--- config.mk ---
export PLATFORM = sky130hd
export DESIGN_NAME = raster_timer
export DESIGN_NICKNAME = d
export VERILOG_FILES = /design/src/rtl/raster_pkg.sv /design/src/rtl/raster_counter.sv /design/src/rtl/raster_axis.sv /design/src/rtl/raster_irq.sv /design/src/rtl/raster_timer.sv
export SDC_FILE = /design/constraint.sdc
export NUM_CORES = 1
export LEC_CHECK = 0
export BUFFER_PORTS_ARGS = -buffer_cell sky130_fd_sc_hd__buf_2
export CAP_MARGIN = 10
export CORE_UTILIZATION = 53
export DETAILED_ROUTE_END_ITERATION = 8
export GPL_ROUTABILITY_DRIVEN = 0
export PLACE_DENSITY_LB_ADDON = 0.12
export REMOVE_ABC_BUFFERS = 1
export SLEW_MARGIN = 20
export SYNTH_ARGS = -nofsm -noshare
export SYNTH_HDL_FRONTEND = slang
export SYNTH_SLANG_ARGS = --single-unit
--- constraint.sdc ---
create_clock -name clk -period 5.4 [get_ports clk]
set_input_delay 0.81 -clock clk [delete_from_list [all_inputs] [get_ports clk]]
set_output_delay 0.81 -clock clk [all_outputs]
set_load 0.01 [all_outputs]
--- src/rtl/raster_pkg.sv ---
package raster_pkg;

    localparam int MAX_W = 16;

    typedef enum logic [1:0] {
        HIRQ_ONE_LINE = 2'd0,
        HIRQ_RSV1     = 2'd1,
        HIRQ_EVERY    = 2'd2,
        HIRQ_RSV3     = 2'd3
    } hirq_mode_e;

    typedef struct packed {
        logic sync;
        logic blank;
    } axis_flags_t;

    // Half-open window test: start <= c < stop
    function automatic logic in_span(input logic [MAX_W-1:0] c,
                                     input logic [MAX_W-1:0] lo,
                                     input logic [MAX_W-1:0] hi);
        return (c >= lo) && (c < hi);
    endfunction

endpackage

--- src/rtl/raster_counter.sv ---
module raster_counter #(
    parameter int CW = 10
) (
    input  logic          clk,
    input  logic          rst,
    input  logic          pix_en,
    input  logic          interlace,
    input  logic [CW-1:0] h_total,
    input  logic [CW-1:0] v_total,
    output logic [CW-1:0] hcnt,
    output logic [CW-1:0] vcnt,
    output logic          field,
    output logic          stepped
);
    logic h_wrap, v_wrap;

    assign h_wrap = (hcnt >= h_total);
    assign v_wrap = (vcnt >= v_total);

    always_ff @(posedge clk) begin
        if (rst) begin
            hcnt    <= '0;
            vcnt    <= '0;
            field   <= 1'b0;
            stepped <= 1'b0;
        end else begin
            stepped <= pix_en;
            if (pix_en) begin
                if (h_wrap) begin
                    hcnt <= '0;
                    if (v_wrap) begin
                        vcnt  <= '0;
                        field <= interlace ? ~field : 1'b0;
                    end else begin
                        vcnt <= vcnt + 1'b1;
                    end
                end else begin
                    hcnt <= hcnt + 1'b1;
                end
            end
        end
    end

    p_h_wrap_r1: assert property (@(posedge clk) disable iff (rst)
        (pix_en && hcnt >= h_total) |=> (hcnt == '0));

    p_hold_r1: assert property (@(posedge clk) disable iff (rst)
        !pix_en |=> ($stable(hcnt) && $stable(vcnt) && $stable(field)));

    p_field_r3: assert property (@(posedge clk) disable iff (rst)
        (pix_en && h_wrap && v_wrap && interlace) |=> (field != $past(field)));

endmodule

--- src/rtl/raster_axis.sv ---
module raster_axis #(
    parameter int CW = 10
) (
    input  logic [CW-1:0] cnt,
    input  logic [CW-1:0] span_start,
    input  logic [CW-1:0] span_end,
    input  logic [CW-1:0] pulse_width,
    input  logic          pol_high,
    input  logic          output_on,
    output logic          sync_pin,
    output logic          blank
);
    import raster_pkg::*;

    axis_flags_t fl;

    always_comb begin
        fl.sync  = (cnt < pulse_width);
        fl.blank = !in_span(MAX_W'(cnt), MAX_W'(span_start), MAX_W'(span_end));
        if (output_on)
            sync_pin = pol_high ? fl.sync : !fl.sync;
        else
            sync_pin = !pol_high;
        blank = fl.blank;
    end

endmodule

--- src/rtl/raster_irq.sv ---
module raster_irq #(
    parameter int CW    = 10,
    parameter int NVIRQ = 2
) (
    input  logic [CW-1:0]    hcnt,
    input  logic [CW-1:0]    vcnt,
    input  logic             stepped,
    input  logic [CW-1:0]    vline [NVIRQ],
    input  logic [CW-1:0]    hpos,
    input  logic [CW-1:0]    hline,
    input  logic [1:0]       hmode,
    output logic [NVIRQ-1:0] irq_v,
    output logic             irq_h
);
    import raster_pkg::*;

    logic h_line_ok;

    for (genvar i = 0; i < NVIRQ; i++) begin : g_vint
        assign irq_v[i] = stepped && (hcnt == '0) && (vcnt == vline[i]);
    end

    always_comb begin
        case (hirq_mode_e'(hmode))
            HIRQ_ONE_LINE: h_line_ok = (vcnt == hline);
            HIRQ_EVERY:    h_line_ok = 1'b1;
            default:       h_line_ok = 1'b0;
        endcase
        irq_h = stepped && (hcnt == hpos) && h_line_ok;
    end

endmodule

--- src/rtl/raster_timer.sv ---
module raster_timer #(
    parameter int CW = 10
) (
    input  logic          clk,
    input  logic          rst,
    input  logic          pix_en,
    input  logic          out_en,
    input  logic          blank_all,
    input  logic          interlace,
    input  logic          hs_pol,
    input  logic          vs_pol,
    input  logic [CW-1:0] h_total,
    input  logic [CW-1:0] v_total,
    input  logic [CW-1:0] h_brd_start,
    input  logic [CW-1:0] h_brd_end,
    input  logic [CW-1:0] v_brd_start,
    input  logic [CW-1:0] v_brd_end,
    input  logic [CW-1:0] hs_width,
    input  logic [CW-1:0] vs_width,
    input  logic [CW-1:0] vint1_line,
    input  logic [CW-1:0] vint2_line,
    input  logic [CW-1:0] hint_pos,
    input  logic [CW-1:0] hint_line,
    input  logic [1:0]    hint_mode,
    output logic          hsync,
    output logic          vsync,
    output logic          hblank,
    output logic          vblank,
    output logic          field,
    output logic [CW-1:0] line_num,
    output logic          active,
    output logic          irq_v1,
    output logic          irq_v2,
    output logic          irq_h,
    output logic [CW+3:0] status
);
    localparam int NAX   = 2;
    localparam int NVIRQ = 2;

    logic [CW-1:0]    hcnt, vcnt;
    logic             stepped;
    logic [CW-1:0]    ax_cnt   [NAX];
    logic [CW-1:0]    ax_start [NAX];
    logic [CW-1:0]    ax_end   [NAX];
    logic [CW-1:0]    ax_width [NAX];
    logic             ax_pol   [NAX];
    logic             ax_sync  [NAX];
    logic             ax_blank [NAX];
    logic [CW-1:0]    vlines   [NVIRQ];
    logic [NVIRQ-1:0] irq_v;

    raster_counter #(.CW(CW)) u_cnt (
        .clk(clk), .rst(rst), .pix_en(pix_en), .interlace(interlace),
        .h_total(h_total), .v_total(v_total),
        .hcnt(hcnt), .vcnt(vcnt), .field(field), .stepped(stepped)
    );

    assign ax_cnt[0]   = hcnt;
    assign ax_cnt[1]   = vcnt;
    assign ax_start[0] = h_brd_start;
    assign ax_start[1] = v_brd_start;
    assign ax_end[0]   = h_brd_end;
    assign ax_end[1]   = v_brd_end;
    assign ax_width[0] = hs_width;
    assign ax_width[1] = vs_width;
    assign ax_pol[0]   = hs_pol;
    assign ax_pol[1]   = vs_pol;

    for (genvar a = 0; a < NAX; a++) begin : g_axis
        raster_axis #(.CW(CW)) u_axis (
            .cnt(ax_cnt[a]), .span_start(ax_start[a]), .span_end(ax_end[a]),
            .pulse_width(ax_width[a]), .pol_high(ax_pol[a]), .output_on(out_en),
            .sync_pin(ax_sync[a]), .blank(ax_blank[a])
        );
    end

    assign vlines[0] = vint1_line;
    assign vlines[1] = vint2_line;

    raster_irq #(.CW(CW), .NVIRQ(NVIRQ)) u_irq (
        .hcnt(hcnt), .vcnt(vcnt), .stepped(stepped), .vline(vlines),
        .hpos(hint_pos), .hline(hint_line), .hmode(hint_mode),
        .irq_v(irq_v), .irq_h(irq_h)
    );

    assign hsync    = ax_sync[0];
    assign vsync    = ax_sync[1];
    assign hblank   = ax_blank[0];
    assign vblank   = ax_blank[1];
    assign line_num = vcnt;
    assign active   = out_en && !blank_all && !ax_blank[0] && !ax_blank[1];
    assign irq_v1   = irq_v[0];
    assign irq_v2   = irq_v[1];
    assign status   = {ax_blank[1], ax_blank[0], 1'b0, field, vcnt};

    p_active_r7: assert property (@(posedge clk) disable iff (rst)
        active |-> (!hblank && !vblank && out_en && !blank_all));

    p_sync_off_r6: assert property (@(posedge clk) disable iff (rst)
        !out_en |-> ((hsync == !hs_pol) && (vsync == !vs_pol) && !active));

    p_irq_v1_once_r8: assert property (@(posedge clk) disable iff (rst)
        (h_total != '0 && irq_v1) |=> !irq_v1);

    p_irq_h_once_r9: assert property (@(posedge clk) disable iff (rst)
        (h_total != '0 && irq_h) |=> !irq_h);

endmodule

; ---- Word-level counts from Yosys, hierarchy flattened
; Index checks and enable logic that the tools add are counted.
[classes]
n_addsub = 2
n_mul = 0
div = 0
magnitude_cmp = 8
n_eq_ne = 5
shifts = 0
mux = 8
n_bitwise = 1
reduce_logical = 21
[ops]
columns = op, n
row1 = 10-bit equality test, 4
row2 = 10-bit >= comparator, 4
row3 = 10-bit < comparator, 4
row4 = "10-bit by 1-bit adder with 10-bit output, second input constant", 2
row5 = 10-bit 2-to-1 mux, 2
row6 = 1-bit logical AND, 10
row7 = 10-bit zero test, 1
row8 = 1-bit zero test, 7
row9 = 1-bit 2-to-1 mux, 5
row10 = 3-bit AND reduction, 1
row11 = "2-bit equality test, second input constant", 1
row12 = 2-bit zero test, 1
row13 = 1-bit one-hot mux with 2 select lines, 1
row14 = 2-bit AND reduction, 1
row15 = 1-bit inverter, 1
[word_totals]
ff_bits = 22
latch_bits = 0
mem_bits_rw = 0
romBits = 0
input_bits = 130
out_inout_bits = 33
elab_cells = 49
mem_count = 0

; ---- Longest topological paths before layout
; Gate-level depths: netlist (run 1).
[depth]
depth_word = 4
mapped_depth = 10
mapped_depth_nobuf = 8

; ---- Hierarchy
; A second synthesis (run 1) with hierarchy kept.
[unflattened]
hier_cells = 453
area_unflattened_um2 = 3557.2
[modules_own_cells]
columns = module, instances, cells_each, area_per_inst_um2, seq_area_each_um2
row1 = raster_counter, 1, 181, 1549.0, 440.4
row2 = raster_axis, 2, 98, 704.4, 0.0
row3 = raster_irq, 1, 60, 475.5, 0.0
row4 = raster_timer, 1, 16, 123.9, 0.0

; ---- Worst setup path after synthesis (run 1)
; No wires, ideal clock.
[synth_path]
path_type = input to output
from = input port h_brd_end[7]
to = output port status[12]
arrival_ns = 2.280
required_ns = 4.590
slack_ns = 2.310
cell_stages = 7
path_buffers = 1
cell_sequence = inv_1 ha_1 a21o_1 a21o_1 a221o_1 or3_1 buf_4
[synth_between]
elab_chain_cells = 3
[synth_lines]
columns = element, line_no
row1 = "start, declared", raster_timer.sv:15  ; input logic [CW-1:0] h_brd_end,
row2 = 10-bit < comparator, raster_pkg.sv:21  ; return (c >= lo) && (c < hi);
row3 = 1-bit logical AND, raster_pkg.sv:21
row4 = 1-bit zero test, raster_axis.sv:19  ; fl.blank = !in_span(MAX_W'(cnt), MAX_W'(span_start), MAX_W'(span_end));
row5 = "end, declared", raster_timer.sv:35  ; output logic [CW+3:0] status
; No other way between the ends.

; ---- Worst setup path in the final report (run 1)
[layout_path]
from = register u_cnt.vcnt[0]
to = output port active
[layout_between]
elab_chain_cells = 3
elab_cells_between_ends = 4
cone_classes = order compare: 2 / reduce/logical: 2
[layout_lines]
columns = element, line_no
row1 = "start, declared", raster_counter.sv:11  ; output logic [CW-1:0] vcnt,
row2 = "start signal, assigned", raster_counter.sv:35  ; vcnt <= vcnt + 1'b1;
row3 = 10-bit >= comparator or 10-bit < comparator (tied branches), raster_pkg.sv:21
row4 = 1-bit logical AND (*), raster_pkg.sv:21
row5 = 1-bit logical AND (*), raster_timer.sv:91  ; assign active = out_en && !blank_all && !ax_blank[0] && !ax_blank[1];
row6 = "end, declared", raster_timer.sv:31  ; output logic active,
; Mark *: on every way between the ends. The rest lies on a longest branch, timed or not.

==> results by group, run 1 <==
Logic synthesis
  • Ys async rst share: 0%
  • Post-synth top cells: ha_1 (79), inv_1 (78), xor2_1 (29)
  • Distinct cell type count after synthesis: 52
  • Post-synth EDFFs: 0
  • Synth warnings: 0
  • Yosys reg bits: 22
  • Sequential-to-total area share from yosys stat: 12.0%
  • Synth top area cells: ha_1 (27%), dfxtp_1 (12%), inv_1 (8.0%), xor2_1 (6.9%), xnor2_1 (4.8%)
  • Mapped Cells: 465
  • Most frequent cell after synthesis: ha_1
  • Post-Syn Area: 3660 um2
  • Synth top area share: 27.0%
  • Ys flop type: dfxtp_1
  • Post-Syn Area per Cell: 7.88 um2
  • Yosys top cell by area: ha_1

Timing
  • RSZ-0062 raised after global routing: no
  • Fin. max-slew vios: 0
  • Fin crit share: 64.5%
  • Worst-margin pin slew: 0.655 ns
  • Crit path time final: 3.48 ns
  • Maximum clock rate: 0.287 GHz
  • Max-Slew Margin vs Limit: 56.3%
  • Final Hold Vio Count: 0
  • PnR worst setup slack: 1.92 ns
  • Clock skew: 0.00135 ns
  • Setup TNS Final: 0 ns
  • Final setup fails: 0

Clocking
  • CTS tree: done
  • CTS resizes: 0
  • H-tree depth: 1
  • Skew-Pair Late Insertion Delay: 0.26 ns
  • CTS Hold Bufs: 0
  • TritonCTS sink count: 22
  • Num CTS Buffers: 3
  • Clk root buf: clkbuf_8
  • Clk buf depth: 2
  • Setup Fix Bufs, Post-CTS: 0
  • Clock Pin Slew Worst Setup and Hold Paths: 0.08 ns

Setup path
  • R2r setup slk: 2.76 ns
  • Nature of the critical path endpoint: primary output
  • Reg2reg path depth: 8
  • Crit. Startpoint: u_cnt.vcnt[0]
  • CP max stage cell: dfxtp_1
  • Worst Path Arrival: 2.67 ns
  • Crit Path Class: flop to primary output
  • R2r endpoint: u_cnt.vcnt[4]
  • Startpoint Class: flop
  • Slowest stage delay, CP: 0.66 ns
  • Worst Path Max Fanout: 13
  • Critical path required time: 4.59 ns
  • Worst Setup EP: active
  • RR Startpoint: u_cnt.vcnt[0]
  • CP Cell Sequence: inv_1, ha_1, nor2b_1, o21ai_0, a211oi_1, o31ai_1, nand4b_1, nor4_1, buf_2

Placed design
  • Dpl hpwl: 7870 um
  • PortBufs: 161
  • Setup WS pre-CTS: 2.10 ns
  • Placed cells: 675
  • DP Area: 4380 um2

Power
  • PwrDens: 132 nW/um2
  • Clock share of power: 19.9%
  • Psw: 216 uW
  • Max IR drop VDD: 0.000105 V
  • Internal: 372 uW
  • Comb pwr share: 44.4%
  • P_leak: 0.00262 uW
  • Switching fraction of total power: 36.7%
  • Sequential share of power: 35.7%

Cells and area
  • Final non-filler cell total: 679
  • N_diodes: 0
  • Layout area overhead: 21.1%
  • Utilization after layout: 68.3%
  • Share of cells above drive strength 1: 29.1%
  • Final nets: 812
  • Design area: 4440 um2

Global routing
  • Number of global-route vias before repair: 3551
  • GRT overflow: 0
  • Pin count of the biggest net entering global routing: 16
  • First-pass GRT wire length: 15500 um
  • GRT Total Usage: 26.6%
  • Initial antenna violation count: 0

Floorplanning
  • Die X-Extent: 85.1 um
  • Core ar.: 6490 um2
  • # rows: 29
  • Initial core utilization: 56.4%
  • Die Span Y: 85.1 um
  • IO Count: 163
  • Die area: 7250 um2

Detailed routing
  • Vias: 3652
  • Max Used Layer: met4
  • Met2 Wirelength: 4730 um
  • Met1 wire length: 4070 um
  • Final WL: 9540 um
  • Post-DR vias/cell: 5.38
  • Wire per inst: 14.0 um
  • WL met3: 574 um
  • Initial DRC count: 123
  • Final antenna-violating net count: 0
  • DRC: 0
  • Pre-antenna DRT Iters: 5

Run
  • Max Cap Viol: 0

Min path
  • Hold Crit Class: flop to flop

Run status
  • Outcome: complete, no violations
-- worst min path at each step --
stage / to / start / slack [ns] / cells past startpoint
after floorplan: u_cnt.field / u_cnt.field / 0.55 / 2
final: u_cnt.field / u_cnt.field / 0.50 / 2
after detailed placement: u_cnt.field / u_cnt.field / 0.50 / 2
after global placement: u_cnt.field / u_cnt.field / 0.48 / 2
after global routing: u_cnt.field / u_cnt.field / 0.53 / 2
after CTS: u_cnt.field / u_cnt.field / 0.51 / 2
-- registers in the layout (all words and copies together) (netlist names) --
register and cells:
u_cnt.stepped 1, u_cnt.vcnt 10, u_cnt.field 1, u_cnt.hcnt 10
-- routing by layer --
| metal | vias up | track usage, % |
|---|---|---|
| met5 | - | 0 |
| met4 | 0 | 7.70 |
| met3 | 12 | 3.60 |
| met2 | 141 | 50.3 |
| met1 | 1618 | 30.9 |
| li1 | 1881 | - |
-- critical path, delay by kind of cell (launching register included) --
family	cells	cell delay [ns]
buffers and inverters	2	0.34
AOI/OAI and AO/OA	3	0.67
adders and majority gates	1	0.32
and+or+nand+nor	3	0.43
DFF	1	0.66
-- final cells by class --
cell class,count,area [um2]
timing repair buffer,161,806
sequential,22,440
clock buffer,4,55.1
multi-input combinational,337,2750
fill,577,2060
tap,77,96.3
inverter,78,293
-- kinds of logic (layout without fill, tap and decap cells) --
group	after synthesis	in the layout	share of synthesized area (%)
AO/OA/AOI/OAI	86	86	18.2
buffers and inverters	106	243	13.0
other	1	1	0.102
AND/OR/NAND/NOR	122	122	18.0
XOR/XNOR	49	49	11.7
flip-flops	22	22	12.0
adder cells (fa/ha/maj)	79	79	27.0
-- power groups by stage --
| stage | Combinational, uW | Clock, uW | Sequential (uW) |
|---|---|---|---|
| detailed placement | 261 | 0 | 213 |
| finish | 261 | 117 | 210 |
| CTS | 263 | 118 | 209 |
| global route | 296 | 125 | 212 |
| global placement | 252 | 0 | 213 |
| floorplan | 154 | 0 | 207 |
-- per-stage QoR --
step           hold slack (ns)  power, uW
4_1_cts                  0.510        591
3_5_place_dp             0.500        474
6_report                 0.505        588
3_3_place_gp             0.480        465
5_1_grt                  0.530        633
2_1_floorplan            0.555        361
-- layout by cell type, fill, tap and decap left out, types with 18 or more instances in the layout --
cell type  synthesis  layout
a21oi_1           23      23
nor2_1            18      18
xnor2_1           20      20
ha_1              79      79
dfxtp_1           22      22
buf_2              2     161
xor2_1            29      29
nand2_1           25      25
inv_1             78      78
No activity file was read; power rests on OpenSTA's default activity.
==> run 2, diff against run 1 <==
--- a/config.mk
+++ b/config.mk
@@ -5,9 +5,10 @@
 export SDC_FILE = /design/constraint.sdc
 export NUM_CORES = 1
 export LEC_CHECK = 0
+export ABC_AREA = 1
 export BUFFER_PORTS_ARGS = -buffer_cell sky130_fd_sc_hd__buf_2
 export CAP_MARGIN = 10
-export CORE_UTILIZATION = 53
+export CORE_UTILIZATION = 45
 export DETAILED_ROUTE_END_ITERATION = 8
 export GPL_ROUTABILITY_DRIVEN = 0
 export PLACE_DENSITY_LB_ADDON = 0.12
==> constraint.sdc (replaced) <==
create_clock -name clk -period 2.9 [get_ports clk]
set_input_delay 0.435 -clock clk [delete_from_list [all_inputs] [get_ports clk]]
set_output_delay 0.435 -clock clk [all_outputs]
set_load 0.01 [all_outputs]
==> run 2 against run 1 <==
Final cell count up 24%. Sequential share of layout area down 0.54 points. Via count up 14%. Clock power up 60%. Hold slack worse by 0.12 ns. Design area up 5.8%. Register-to-register slack worse by 2.0 ns. Critical path depth down 1. Area after synthesis up 4.7%. Critical path type unchanged. Critical endpoint unchanged. Largest cell class unchanged. Highest routed layer unchanged.
==> results by group, run 2 <==
Setup path
  • Startpoint Class: flop
  • Crit. Startpoint: u_cnt.vcnt[7]
  • CP Cell Sequence: ha_1, a21oi_1, nand3b_1, nand3_1, nor2_1, nand2_1, nor2_1, buf_2
  • CP top delay family: flip-flops
  • Nature of the critical path endpoint: primary output
  • Reg2reg path depth: 8 (unchanged)
  • Critical path buffer and inverter count: 1 (-1)
  • Critical Path Most Common Cell: nor2_1
  • RR Startpoint: u_cnt.vcnt[9]
  • Slowest stage delay, CP: 0.68 ns (+0.02 ns)
  • Crit Path Class: flop to primary output
  • Critical path required time: 2.47 ns (-2.12 ns)
  • CP max stage cell: dfxtp_1
  • R2r setup slk: 0.80 ns (-1.96 ns)
  • Worst Path Max Fanout: 11 (-2)
  • Worst Path Arrival: 2.12 ns (-0.55 ns)
  • R2r endpoint: u_cnt.vcnt[9]

Logic synthesis
  • Most frequent cell after synthesis: nand2_1
  • Distinct cell type count after synthesis: 41 (-21%)
  • Synth top area share: 25.8% (-1.2 points)
  • Post-Syn Area per Cell: 6.46 um2 (-18%)
  • Yosys reg bits: 22 (unchanged)
  • Post-synth top cells: nand2_1 (126), inv_1 (124), ha_1 (79)
  • Synth top area cells: ha_1 (26%), nand2_1 (12%), inv_1 (12%), dfxtp_1 (11%), nor2_1 (4.7%)
  • Synth warnings: 0 (unchanged)
  • Sequential-to-total area share from yosys stat: 11.5% (-0.54 points)
  • Ys async rst share: 0% (unchanged)
  • Post-Syn Area: 3840 um2 (+4.7%)
  • Yosys top cell by area: ha_1
  • Post-synth EDFFs: 0 (unchanged)
  • Ys flop type: dfxtp_1
  • Mapped Cells: 594 (+28%)

Clocking
  • Skew-Pair Late Insertion Delay: 0.26 ns (about the same)
  • Clk buf depth: 2 (unchanged)
  • H-tree depth: 1 (unchanged)
  • Clock Pin Slew Worst Setup and Hold Paths: 0.08 ns (about the same)
  • CTS Hold Bufs: 0 (unchanged)
  • TritonCTS sink count: 22 (unchanged)
  • Num CTS Buffers: 3 (unchanged)
  • CTS tree: done
  • Clk root buf: clkbuf_8
  • Setup Fix Bufs, Post-CTS: 0 (unchanged)
  • CTS resizes: 0 (unchanged)

Timing
  • RSZ-0062 raised after global routing: no
  • Max-Slew Margin vs Limit: 58.3% (+2.0 points)
  • Worst-margin pin slew: 0.625 ns (-0.0303 ns)
  • Final Hold Vio Count: 0 (unchanged)
  • Clock skew: 0.00341 ns (+0.00206 ns)
  • Crit path time final: 2.55 ns
  • Maximum clock rate: 0.392 GHz
  • Fin crit share: 87.9%
  • Final setup fails: 0 (unchanged)
  • Setup TNS Final: 0 ns (unchanged)
  • Fin. max-slew vios: 0 (unchanged)

Floorplanning
  • IO Count: 163 (unchanged)
  • Die X-Extent: 94.3 um (+11%)
  • Die area: 8900 um2 (+23%)
  • Core ar.: 8220 um2 (+27%)
  • Initial core utilization: 46.7% (-9.7 points)
  • # rows: 33 (+14%)
  • Die Span Y: 94.3 um (+11%)

Min path
  • Hold EP: u_cnt.stepped
  • Min-delay src: rst
  • Hold Crit Class: primary input to flop
  • Hold Path Depth: 2 (unchanged)

Power
  • Internal: 530 uW (+43%)
  • Comb pwr share: 35.0% (-9.4 points)
  • Psw: 236 uW (+9.5%)
  • PwrDens: 163 nW/um2 (+23%)
  • Clock share of power: 24.4% (+4.5 points)
  • P_leak: 0.00295 uW (+12%)
  • Switching fraction of total power: 30.8% (-5.9 points)
  • Sequential share of power: 40.5% (+4.8 points)
  • Max IR drop VDD: 0.000129 V (+23%)

Detailed routing
  • Pre-antenna DRT Iters: 7 (+2)
  • Initial DRC count: 93 (-24%)
  • Post-DR vias/cell: 4.93 (-8.3%)
  • Final WL: 10500 um (+9.8%)
  • Wire per inst: 12.4 um (-12%)
  • DRC: 0 (unchanged)
  • Final antenna-violating net count: 0 (unchanged)
  • Vias: 4167 (+14%)

Cells and area
  • Share of cells above drive strength 1: 25.8% (-3.3 points)
  • Commonest non-fill, non-tap cell in the layout: buf_2
  • Layout area overhead: 22.3%
  • Final nets: 951 (+17%)
  • Utilization after layout: 57.1% (-11 points)
  • N_diodes: 0 (unchanged)
  • Fill count: 839 (+45%)
  • Most frequent cells in the layout: buf_2 (161), nand2_1 (126), inv_1 (124), ha_1 (79), nor2_1 (48)
  • Regs by FF count: u_cnt.hcnt: 10 flops, u_cnt.vcnt: 10 flops

Placed design
  • PortBufs: 161 (unchanged)
  • Dpl hpwl: 8790 um (+12%)

Global routing
  • Number of global-route vias before repair: 3884 (+9.4%)
  • GRT Total Usage: 23.6% (-3.0 points)
  • First-pass GRT wire length: 16900 um (+8.7%)
  • GRT overflow: 0 (unchanged)
  • Pin count of the biggest net entering global routing: 17 (+1)
  • Initial antenna violation count: 0 (unchanged)

Run status
  • Outcome: complete, no violations

Run
  • Max Cap Viol: 0 (unchanged)
==> run 2: metal layers <==
layer | up-vias | wire (um) | part of all wire, % | global-route usage [%]
met5 | - | 0 | 0 | 0
met1 | 1814 | 4620 | 44 | 29.2
met4 | 0 | 176 | 1.7 | 5.64
met2 | 163 | 4940 | 47 | 42.9
li1 | 2172 | - | - | -
met3 | 18 | 731 | 7.0 | 3.06
==> run 2: per-stage QoR <==
| step | worst slack [ns] | hold WS, ns | instance area [um2] | total power [uW] | instances |
|---|---|---|---|---|---|
| after floorplan | 0.762 | 0.504 | 3680 | 455 | 571 |
| final | 0.350 | 0.386 | 4690 | 766 | 845 |
| after global routing | 0.186 | 0.388 | 4690 | 826 | 845 |
| after CTS | 0.360 | 0.389 | 4690 | 769 | 845 |
| after global placement | 0.711 | 0.502 | 4650 | 577 | 842 |
| after detailed placement | 0.656 | 0.506 | 4650 | 585 | 842 |
==> run 2: layout make-up <==
type	instances	area, um2	share of cell area, %
Clock buffer	3	41.3	0.880
Inverter	125	469	9.99
Multi-Input combinational cell	424	2770	59.0
Sequential cell	22	440	9.38
Tap cell	105	131	2.80
Timing Repair Buffer	166	843	18.0
==> run 2: worst max-delay path by stage <==
| stage | end | slack [ns] | cells past startpoint |
|---|---|---|---|
| after floorplan | active | 0.76 | 8 |
| after global routing | active | 0.19 | 9 |
| after CTS | active | 0.36 | 9 |
| final | active | 0.35 | 8 |
| after global placement | active | 0.71 | 8 |
| after detailed placement | active | 0.66 | 9 |
==> run 2: kinds of logic after synthesis <==
group           share of synthesized area (%)
buf+inv                                  16.4
flops                                    11.5
compound gates                           9.19
fa+ha+maj                                25.8
simple gates                             30.0
xor+xnor                                 7.08
other cells                            0.0977
==> run 2: power groups by stage <==
| stage | combinational, uW | clock (uW) | sequential [uW] |
|---|---|---|---|
| 6_report | 268 | 187 | 310 |
| 3_3_place_gp | 260 | 0 | 317 |
| 4_1_cts | 270 | 189 | 311 |
| 2_1_floorplan | 139 | 0 | 316 |
| 5_1_grt | 308 | 206 | 311 |
| 3_5_place_dp | 268 | 0 | 318 |
==> run 3, diff against run 2 <==
--- a/config.mk
+++ b/config.mk
@@ -6,10 +6,10 @@
 export NUM_CORES = 1
 export LEC_CHECK = 0
 export ABC_AREA = 1
-export BUFFER_PORTS_ARGS = -buffer_cell sky130_fd_sc_hd__buf_2
 export CAP_MARGIN = 10
-export CORE_UTILIZATION = 45
+export CORE_UTILIZATION = 60
 export DETAILED_ROUTE_END_ITERATION = 8
+export DONT_BUFFER_PORTS = 1
 export GPL_ROUTABILITY_DRIVEN = 0
 export PLACE_DENSITY_LB_ADDON = 0.12
 export REMOVE_ABC_BUFFERS = 1
==> run 3 against run 2 <==
Sequential power is essentially flat. Sequential cell count is the same. First-iteration DRC count grew 30%. Design area shrank 16%. Sequential share of layout area grew 1.8 points. Clock-buffer cell count is the same. Hold slack lost 0.16 ns. Critical endpoint is now irq_v2. Largest cell class unchanged.
==> results by group, run 3 (same netlist as run 2, synthesis figures left out) <==
Floorplanning
  • Die area: 6720 um2 (-25%)
  • IO Count: 163 (unchanged)
  • # rows: 28 (-15%)
  • Core ar.: 6060 um2 (-26%)
  • Initial core utilization: 63.3% (+17 points)
  • Die X-Extent: 82.0 um (-13%)
  • Die Span Y: 82.0 um (-13%)

Cells and area
  • Most frequent cells in the layout: nand2_1 (126), inv_1 (124), ha_1 (79), nor2_1 (48), a21oi_1 (29)
  • Register area: 440 um2 (unchanged)
  • Final non-filler cell total: 662 (-22%)
  • Multi-input combinational cell area: 2770 um2 (unchanged)
  • Regs by FF count: u_cnt.hcnt: 10 flops, u_cnt.vcnt: 10 flops
  • Layout area overhead: 2.51%
  • Utilization after layout: 64.9% (+7.8 points)
  • N_diodes: 0 (unchanged)
  • Final nets: 797 (-16%)
  • Fill count: 589 (-30%)
  • Commonest non-fill, non-tap cell in the layout: nand2_1
  • Share of cells above drive strength 1: 6.47% (-19 points)

Timing
  • PnR worst setup slack: 0.442 ns (+0.0922 ns)
  • Worst-margin pin slew: 0.604 ns (-0.0214 ns)
  • Max-Slew Margin vs Limit: 59.4% (+1.1 points)
  • Fin crit share: 84.8% (-3.2 points)
  • Final setup fails: 0 (unchanged)
  • Crit path time final: 2.46 ns (-0.0922 ns)
  • RSZ-0062 raised after global routing: no
  • Final Hold Vio Count: 0 (unchanged)
  • Setup TNS Final: 0 ns (unchanged)
  • Clock skew: 0.00640 ns (+0.00299 ns)
  • Fin. max-slew vios: 0 (unchanged)
  • Maximum clock rate: 0.407 GHz (+3.8%)

Min path
  • Min-delay src: rst
  • Hold Crit Class: primary input to flop
  • Hold Path Depth: 1 (-1)
  • Hold EP: u_cnt.hcnt[1]

Setup path
  • Startpoint Class: flop
  • Worst Path Arrival: 2.02 ns (-0.10 ns)
  • Critical path required time: 2.47 ns (about the same)
  • Worst path depth: 6 (-2)
  • Worst Path Max Fanout: 8 (-3)
  • CP max stage cell: nor4_1
  • CP Cell Sequence: inv_1, ha_1, nand4_1, nor4_1, nand4_1, nor2_1
  • Slowest stage delay, CP: 0.53 ns (-0.15 ns)
  • Reg2reg path depth: 9 (+1)
  • R2r setup slk: 0.82 ns (+0.02 ns)
  • Critical path buffer and inverter count: 1 (unchanged)
  • Critical Path Most Common Cell: nand4_1
  • Crit Path Class: flop to primary output
  • R2r endpoint: u_cnt.vcnt[1]
  • CP top delay family: simple AND/OR/NAND/NOR gates
  • Nature of the critical path endpoint: primary output
  • RR Startpoint: u_cnt.vcnt[8]

Global routing
  • Pin count of the biggest net entering global routing: 16 (-1)
  • GRT Total Usage: 29.0% (+5.4 points)
  • Number of global-route vias before repair: 3504 (-9.8%)
  • GRT overflow: 0 (unchanged)
  • Initial antenna violation count: 0 (unchanged)
  • First-pass GRT wire length: 15100 um (-11%)

Clocking
  • CTS Hold Bufs: 0 (unchanged)
  • Num CTS Buffers: 3 (unchanged)
  • TritonCTS sink count: 22 (unchanged)
  • Clock Pin Slew Worst Setup and Hold Paths: 0.08 ns (about the same)
  • Clk root buf: clkbuf_8
  • Skew-Pair Late Insertion Delay: 0.27 ns (about the same)
  • Setup Fix Bufs, Post-CTS: 0 (unchanged)
  • CTS tree: done
  • H-tree depth: 1 (unchanged)
  • Clk buf depth: 2 (unchanged)
  • CTS resizes: 0 (unchanged)

Power
  • Max IR drop VDD: 0.000184 V (+43%)
  • Comb pwr share: 21.9% (-13 points)
  • PwrDens: 197 nW/um2 (+21%)
  • Internal: 562 uW (+6.0%)
  • Sequential share of power: 40.2% (-0.3 points)
  • P_leak: 0.00233 uW (-21%)
  • Clock share of power: 38.0% (+14 points)
  • Overall Power: 774 uW (+1.0%)
  • Switching fraction of total power: 27.4% (-3.4 points)
  • Psw: 212 uW (-10%)

Run status
  • Outcome: complete, no violations

Detailed routing
  • Wire per inst: 14.3 um (+15%)
  • Final WL: 9440 um (-9.9%)
  • Initial DRC count: 121 (+30%)
  • Vias: 3638 (-13%)
  • DRC: 0 (unchanged)
  • Post-DR vias/cell: 5.50 (+11%)
  • Final antenna-violating net count: 0 (unchanged)
  • Pre-antenna DRT Iters: 4 (-3)

Placed design
  • PortBufs: 0 (-100%)
  • Setup WS pre-CTS: 0.709 ns (+0.0534 ns)
  • Placed cells: 658 (-22%)
  • Dpl hpwl: 8010 um (-8.9%)

Run
  • Max Cap Viol: 0 (unchanged)
-- run 3: cell count changes in the layout (fill, tap and decap cells not counted), sizes merged --
cell	delta
bufinv	+1
buf	-154
-- run 3: worst max-delay path by stage --
stage	startpoint	to	slack, ns
floorplan	u_cnt.vcnt[3]	active	0.76
global placement	u_cnt.hcnt[0]	irq_v2	0.74
detailed placement	u_cnt.hcnt[0]	irq_v2	0.71
CTS	u_cnt.hcnt[0]	irq_v2	0.42
global route	u_cnt.hcnt[0]	irq_v2	0.26
finish	u_cnt.hcnt[1]	irq_v2	0.44
-- run 3: through the flow --
stage	hold slack (ns)	area, um2
global placement	0.505	3860
finish	0.229	3930
CTS	0.230	3930
floorplan	0.504	3680
global route	0.224	3930
detailed placement	0.510	3860
-- run 3: routing by layer --
metal,global-route usage (%),up-vias,part of all wire (%)
li1,-,1868,-
met4,7.89,0,2.2
met5,0,-,0
met1,32.6,1618,42
met2,56.1,134,50
met3,3.78,18,6.5
-- run 3: area by class of cell --
class,count,share of cell area [%]
clock buffer,3,1.05
timing repair buffer,12,2.29
multi-input combinational,424,70.4
sequential,22,11.2
inverter,125,11.9
tap,75,2.39
clock inverter,1,0.763
-- run 3: worst register-to-register path, cell delays in order (launching register included) --
cell,delay (ns)
dfxtp_1,0.54
buf_4,0.25
ha_1,0.24
nand2_1,0.08
inv_1,0.06
a21oi_1,0.19
nand4_1,0.21
nor2_2,0.27
nand3_1,0.12
nand2_1,0.07
-- run 3: power by group through the flow --
stage / combinational (uW) / sequential (uW) / clock [uW]
detailed placement: 169 / 318 / 0
global placement: 162 / 318 / 0
global route: 200 / 312 / 306
CTS: 171 / 311 / 290
finish: 169 / 311 / 294
floorplan: 139 / 316 / 0
